**src/rtl/lvl_pkg.sv**
```systemverilog
// Package: shared types for the FIFO level-flag block.
// Assumes: nothing beyond IEEE 1800-2017.
package lvl_pkg;

    // Phase of the threshold-loading window
    typedef enum logic [1:0] {
        WIN_OPEN   = 2'd0,  // window open, no load on previous edge
        WIN_LOADED = 2'd1,  // window open, load accepted on previous edge
        WIN_SHUT   = 2'd2   // first data write seen, loads refused
    } win_phase_t;

endpackage

```
**src/rtl/lvl_offset_prog.sv**
```systemverilog
// Module: threshold loader and write gate.
// Loads both thresholds on the first strobed edge and only the high one on a
// directly following strobed edge. Blocks memory writes during a load and
// closes the window on the first accepted data write.
// Assumes: prog_n, prog_val, enables and in_ready are synchronous to clk.
module lvl_offset_prog
    import lvl_pkg::*;
#(
    parameter int OFF_W   = 10,
    parameter int OFF_DEF = 256
) (
    input  logic             clk,
    input  logic             rst_n,
    input  logic             prog_n,
    input  logic [OFF_W-1:0] prog_val,
    input  logic             wen_a,
    input  logic             wen_b,
    input  logic             in_ready,
    output logic [OFF_W-1:0] lo_thresh,
    output logic [OFF_W-1:0] hi_thresh,
    output logic             wr_hold,
    output logic             wr_take
);
    localparam logic [OFF_W-1:0] DEF_V = OFF_W'(OFF_DEF);

    win_phase_t phase_q;
    logic       win_open;
    logic       load_now;

    // Decode whether the window is still open
    always_comb win_open = (phase_q != WIN_SHUT);

    // Accept a load and gate the write strobe
    always_comb begin
        load_now = !prog_n && in_ready && win_open;
        wr_hold  = load_now;
        wr_take  = wen_a && wen_b && in_ready && !load_now;
    end

    // Window phase sequencing
    always_ff @(posedge clk) begin
        if (!rst_n)          phase_q <= WIN_OPEN;
        else if (wr_take)    phase_q <= WIN_SHUT;
        else if (load_now)   phase_q <= WIN_LOADED;
        else if (win_open)   phase_q <= WIN_OPEN;
    end

    // Threshold registers
    always_ff @(posedge clk) begin
        if (!rst_n) begin
            lo_thresh <= DEF_V;
            hi_thresh <= DEF_V;
        end else if (load_now) begin
            hi_thresh <= prog_val;
            if (phase_q != WIN_LOADED) lo_thresh <= prog_val;
        end
    end


    lo_keep_on_repeat_chk: assert property (@(posedge clk) disable iff (!rst_n)
        (load_now && phase_q == WIN_LOADED) |=> $stable(lo_thresh));


    window_stays_shut_chk: assert property (@(posedge clk) disable iff (!rst_n)
        (phase_q == WIN_SHUT) |=> (phase_q == WIN_SHUT));


    shut_freezes_thresh_chk: assert property (@(posedge clk) disable iff (!rst_n)
        (phase_q == WIN_SHUT) |=> ($stable(lo_thresh) && $stable(hi_thresh)));


    no_load_without_ready_chk: assert property (@(posedge clk) disable iff (!rst_n)
        (!in_ready) |=> ($stable(lo_thresh) && $stable(hi_thresh)));

endmodule

```
**src/rtl/lvl_flag_eval.sv**
```systemverilog
// Module: registered half-full and near-boundary flag evaluation.
// Compares the incoming word count against the depth midpoint and against
// both thresholds, and registers the results.
// Assumes: fill_count is already in the clk domain and never exceeds DEPTH.
module lvl_flag_eval #(
    parameter int DEPTH = 2048,
    parameter int OFF_W = 10,
    parameter int CNT_W = $clog2(DEPTH) + 1
) (
    input  logic             clk,
    input  logic             rst_n,
    input  logic [CNT_W-1:0] fill_count,
    input  logic [OFF_W-1:0] lo_thresh,
    input  logic [OFF_W-1:0] hi_thresh,
    output logic             half_full,
    output logic             near_edge
);
    localparam logic [CNT_W-1:0] HALF_V  = CNT_W'(DEPTH / 2);
    localparam logic [CNT_W-1:0] DEPTH_V = CNT_W'(DEPTH);

    logic [CNT_W-1:0] hi_mark;
    logic             low_zone;
    logic             high_zone;

    // Threshold comparisons on the raw count
    always_comb begin
        hi_mark   = DEPTH_V - CNT_W'(hi_thresh);
        low_zone  = fill_count <= CNT_W'(lo_thresh);
        high_zone = fill_count >= hi_mark;
    end

    // Register both flags
    always_ff @(posedge clk) begin
        if (!rst_n) begin
            half_full <= 1'b0;
            near_edge <= 1'b1;
        end else begin
            half_full <= (fill_count >= HALF_V);
            near_edge <= low_zone || high_zone;
        end
    end


    half_full_follow_chk: assert property (@(posedge clk) disable iff (!rst_n)
        (fill_count >= HALF_V) |=> half_full);


    near_empty_follow_chk: assert property (@(posedge clk) disable iff (!rst_n)
        (fill_count <= CNT_W'(lo_thresh)) |=> near_edge);

endmodule

```
**src/rtl/fifo_level_flags.sv**
```systemverilog
// Module: top of the FIFO level-flag block.
// Joins the threshold loader and the flag evaluator for a DEPTH-word FIFO.
// Assumes: single write-clock domain; count supplied by upstream pointer logic.
module fifo_level_flags #(
    parameter int DEPTH   = 2048,
    parameter int OFF_W   = 10,
    parameter int OFF_DEF = 256,
    parameter int CNT_W   = $clog2(DEPTH) + 1
) (
    input  logic             clk,
    input  logic             rst_n,
    input  logic             prog_n,
    input  logic [OFF_W-1:0] prog_val,
    input  logic             wen_a,
    input  logic             wen_b,
    input  logic             in_ready,
    input  logic [CNT_W-1:0] fill_count,
    output logic             wr_take,
    output logic             wr_hold,
    output logic [OFF_W-1:0] lo_thresh,
    output logic [OFF_W-1:0] hi_thresh,
    output logic             half_full,
    output logic             near_edge
);
    lvl_offset_prog #(
        .OFF_W   (OFF_W),
        .OFF_DEF (OFF_DEF)
    ) u_prog (
        .clk       (clk),
        .rst_n     (rst_n),
        .prog_n    (prog_n),
        .prog_val  (prog_val),
        .wen_a     (wen_a),
        .wen_b     (wen_b),
        .in_ready  (in_ready),
        .lo_thresh (lo_thresh),
        .hi_thresh (hi_thresh),
        .wr_hold   (wr_hold),
        .wr_take   (wr_take)
    );

    lvl_flag_eval #(
        .DEPTH (DEPTH),
        .OFF_W (OFF_W),
        .CNT_W (CNT_W)
    ) u_eval (
        .clk        (clk),
        .rst_n      (rst_n),
        .fill_count (fill_count),
        .lo_thresh  (lo_thresh),
        .hi_thresh  (hi_thresh),
        .half_full  (half_full),
        .near_edge  (near_edge)
    );


    hold_excludes_take_chk: assert property (@(posedge clk) disable iff (!rst_n)
        wr_hold |-> !wr_take);


    take_needs_ready_chk: assert property (@(posedge clk) disable iff (!rst_n)
        wr_take |-> (in_ready && wen_a && wen_b));

endmodule

```
**config.mk**
```make
export PLATFORM = sky130hd
export DESIGN_NAME = fifo_level_flags
export DESIGN_NICKNAME = d
export VERILOG_FILES = /design/src/rtl/lvl_pkg.sv /design/src/rtl/lvl_offset_prog.sv /design/src/rtl/lvl_flag_eval.sv /design/src/rtl/fifo_level_flags.sv
export SDC_FILE = /design/constraint.sdc
export NUM_CORES = 1
export LEC_CHECK = 0
export BUFFER_PORTS_ARGS = -buffer_cell sky130_fd_sc_hd__buf_2
export CAP_MARGIN = 30
export CORE_AREA = 5 5 61 90
export CTS_CLUSTER_SIZE = 14
export DETAILED_ROUTE_END_ITERATION = 10
export DIE_AREA = 0 0 66 95
export GPL_TIMING_DRIVEN = 0
export PLACE_DENSITY = 0.65
export SYNTH_ARGS = -nofsm -noshare
export SYNTH_HDL_FRONTEND = slang
export SYNTH_SLANG_ARGS = --single-unit
```
**constraint.sdc**
```tcl
create_clock -name clk -period 3.13 [get_ports clk]
set_clock_uncertainty 0.2 [all_clocks]
set_input_delay 0.1565 -clock clk [delete_from_list [all_inputs] [get_ports clk]]
set_output_delay 0.1565 -clock clk [all_outputs]
set_load 0.1 [all_outputs]
```
==> reports/results.ini <==
[outcome]
outcome = finished, final reports clean

[setup_path]
slowest_stage = nor3_1
start_kind = flop
arrival_ps = 2780
crit_fanout = 6
crit_type = reg2reg
rr_endpoint = u_eval.near_edge
ff2ff_path_depth = 10
r2r_slack_ps = 310
timing.rr.start = u_prog.hi_thresh[2]
cp_cell_sequence = nor3_1, nand2_1, o41ai_1, nand2_1, ha_1, a21oi_1, nor2b_1, o21ai_0, nand4b_1, or3_1
cp.required_ps = 3090
crit_family = simple AND/OR/NAND/NOR gates
cp-end-kind = flop
critPathMaxStageDelay_ps = 470
cp_num_buf_inv = 0
crit_top_cell = nand2_1

[sta]
max_clock_freq_mhz = 355.2
period_needed_ps = 2816
slew_headroom_pct = 64.33
drv_slew = 0
worst_pin_slew_ps = 531.0
fin_setup_tns_ps = 0
hold_viol = 0
setup_viol = 0
post-route-period-util_pct = 89.96
rsz0062_at_grt = no

[grt]
grt_pass1_wl_microns = 6665
grt_max_degree = 14
grt_pass1_vias = 1497
antenna_found_initial = 0
gr-total-overflow = 0
grt_usage_pct = 13.67

[place]
port_buffers = 51
gp_congestion = 0.7687
dp_hpwl_microns = 3334
place_area_sq_um = 1888

[clock_network]
cts_root_buffer = clkbuf_8
ctsHoldBuffers = 11
clock_path_buffers = 2
h-tree-depth = 1
clkSinkCount = 24
cts_setup_buffers = 0
cts_tree = built
clk_latency_ps = 270
path_clk_slew_ps = 90
cts_resized = 0
numCtsBuffers = 3

[logic_synthesis]
synth_edf_count = 0
avgSynthCellArea_sq_um = 8.661
netlist_area_sq_um = 1550
yosysWarnings = 0
ys_async_sr_fraction_pct = 0
synth_cell_types = 36
synthTopCellsByCount = nand2_1, dfxtp_1, ha_1
postSynthCellCount = 179
ys_ff_latch = 24
yosysTopAreaCell = dfxtp_1
synth_area_leaders = dfxtp_1, ha_1, nand2_1
synthesis.nets = 230
synth_top_cell_area_share_pct = 30.99
synth-main-ff-cell = dfxtp_1
ys_seq_area_share_pct = 30.99
yosys.cell_count.top_type = nand2_1

[pwr]
power.density_nw_per_um2 = 429.2
ir_drop_v = 0.0001656
p_total_mw = 0.8812
leakage_nw = 0.9974

[layout]
drive_gt1_share_pct = 25.71
utilization_pct = 43.75
fin_area_sq_um = 2053
fillers = 476
diodes = 0
fin_nets = 297
syn2layout_area_growth_pct = 32.45

[die]
die_h_microns = 95
rows = 31
die_area_sq_um = 6270
fp.dieW_microns = 66
pin_count = 52
core_sq_um = 4693
start_util_pct = 33.03

[detailed_routing]
vias_per_cell = 4.682
wl_per_cell_microns = 13.06
postRouteAntennaNets = 0
drt_iter0_markers = 17
drt-total-wl_microns = 4063
drt-pass1-iter-count = 3
drcViolationCount = 0
via_count = 1456

[hold_path]
hold-path-cell-count = 3
min_to = u_eval.half_full
hold_class = in2reg
min-delay-start = fill_count[11]

[run]
maxCapViolCount = 0

==> worst max path at each step <==
stage | startpoint | end | slack, ps | cells past startpoint
floorplan | u_prog.hi_thresh[2] | u_eval.near_edge | 140 | 10
global placement | u_prog.hi_thresh[2] | u_eval.near_edge | 330 | 10
detailed placement | u_prog.hi_thresh[2] | u_eval.near_edge | 320 | 10
CTS | u_prog.hi_thresh[2] | u_eval.near_edge | 310 | 10
global route | u_prog.hi_thresh[2] | u_eval.near_edge | 140 | 10
finish | u_prog.hi_thresh[2] | u_eval.near_edge | 310 | 10
==> worst reg2reg max path, stage by stage, from the launching register on <==
cell and delay (ps):
dfxtp_1 370, nor3_1 470, nand2_1 190, o41ai_1 300, nand2_1 90, ha_1 300, a21oi_1 140, nor2b_1 60
o21ai_0 190, nand4b_1 100, or3_1 300
==> cell families after synthesis <==
kind of cell,synth area share (%)
compound gates,12.91
xor+xnor,3.390
fa+ha+maj,18.56
buf+inv,5.246
flops,30.99
mux,6.457
simple gates,22.44
==> layout make-up <==
class,instances,area (sq um),share of cell area (%)
multi-input cells,135,988.4,48.14
flip-flops and latches,24,480.5,23.40
repair buffers,62,365.4,17.79
well taps,66,82.58,4.022
inverters,15,56.30,2.742
clock buffers,4,55.05,2.681
plain buffers,5,25.02,1.219
==> flip-flops by register name (all words and copies together) (netlist names) <==
signal	cells
u_eval.half_full	1
u_prog.lo_thresh	10
u_prog.phase_q	2
u_prog.hi_thresh	10
u_eval.near_edge	1
==> power breakdown <==
part / leakage, nW / switching, mW / internal [mW]
clock network: 0.0288 / 0.101 / 0.112
registers: 0.197 / 0.0148 / 0.322
logic: 0.772 / 0.226 / 0.106
total: 0.997 / 0.341 / 0.540
==> per-stage QoR <==
stage / hold WS, ps / worst slack [ps] / instances
detailed placement: 203.1 / 321.1 / 296
global placement: 192.6 / 329.9 / 296
floorplan: 80.60 / 135.9 / 179
global route: 94.68 / 135.6 / 311
finish: 79.46 / 314.4 / 311
CTS: 79.49 / 314.7 / 311
==> per-layer routing <==
metal  global-route usage [%]  up-vias  wire length (microns)
li1                         -      752                      -
met2                    25.19       32                   2176
met5                        0        -                      0
met1                    14.61      659                   1598
met3                    1.905       13                    137
met4                    7.458        0                    150
==> cells in the final DEF (no fill, tap or decap), types with 2 or more instances in the layout <==
cell / instances
a211oi_1: 2
a21boi_0: 9
a21o_1: 3
a21oi_1: 5
and2_1: 2
buf_2: 53
clkbuf_1: 2
clkbuf_8: 4
dfxtp_1: 24
dlygate4sd3_1: 11
ha_1: 23
inv_1: 15
mux2i_1: 10
nand2_1: 27
nand2b_1: 2
nand3_1: 5
nand3b_1: 2
nand4_1: 4
nor2_1: 4
nor2b_1: 12
nor3_1: 3
o21ai_0: 3
xor2_1: 5
Power figures use the tool's default switching activity.
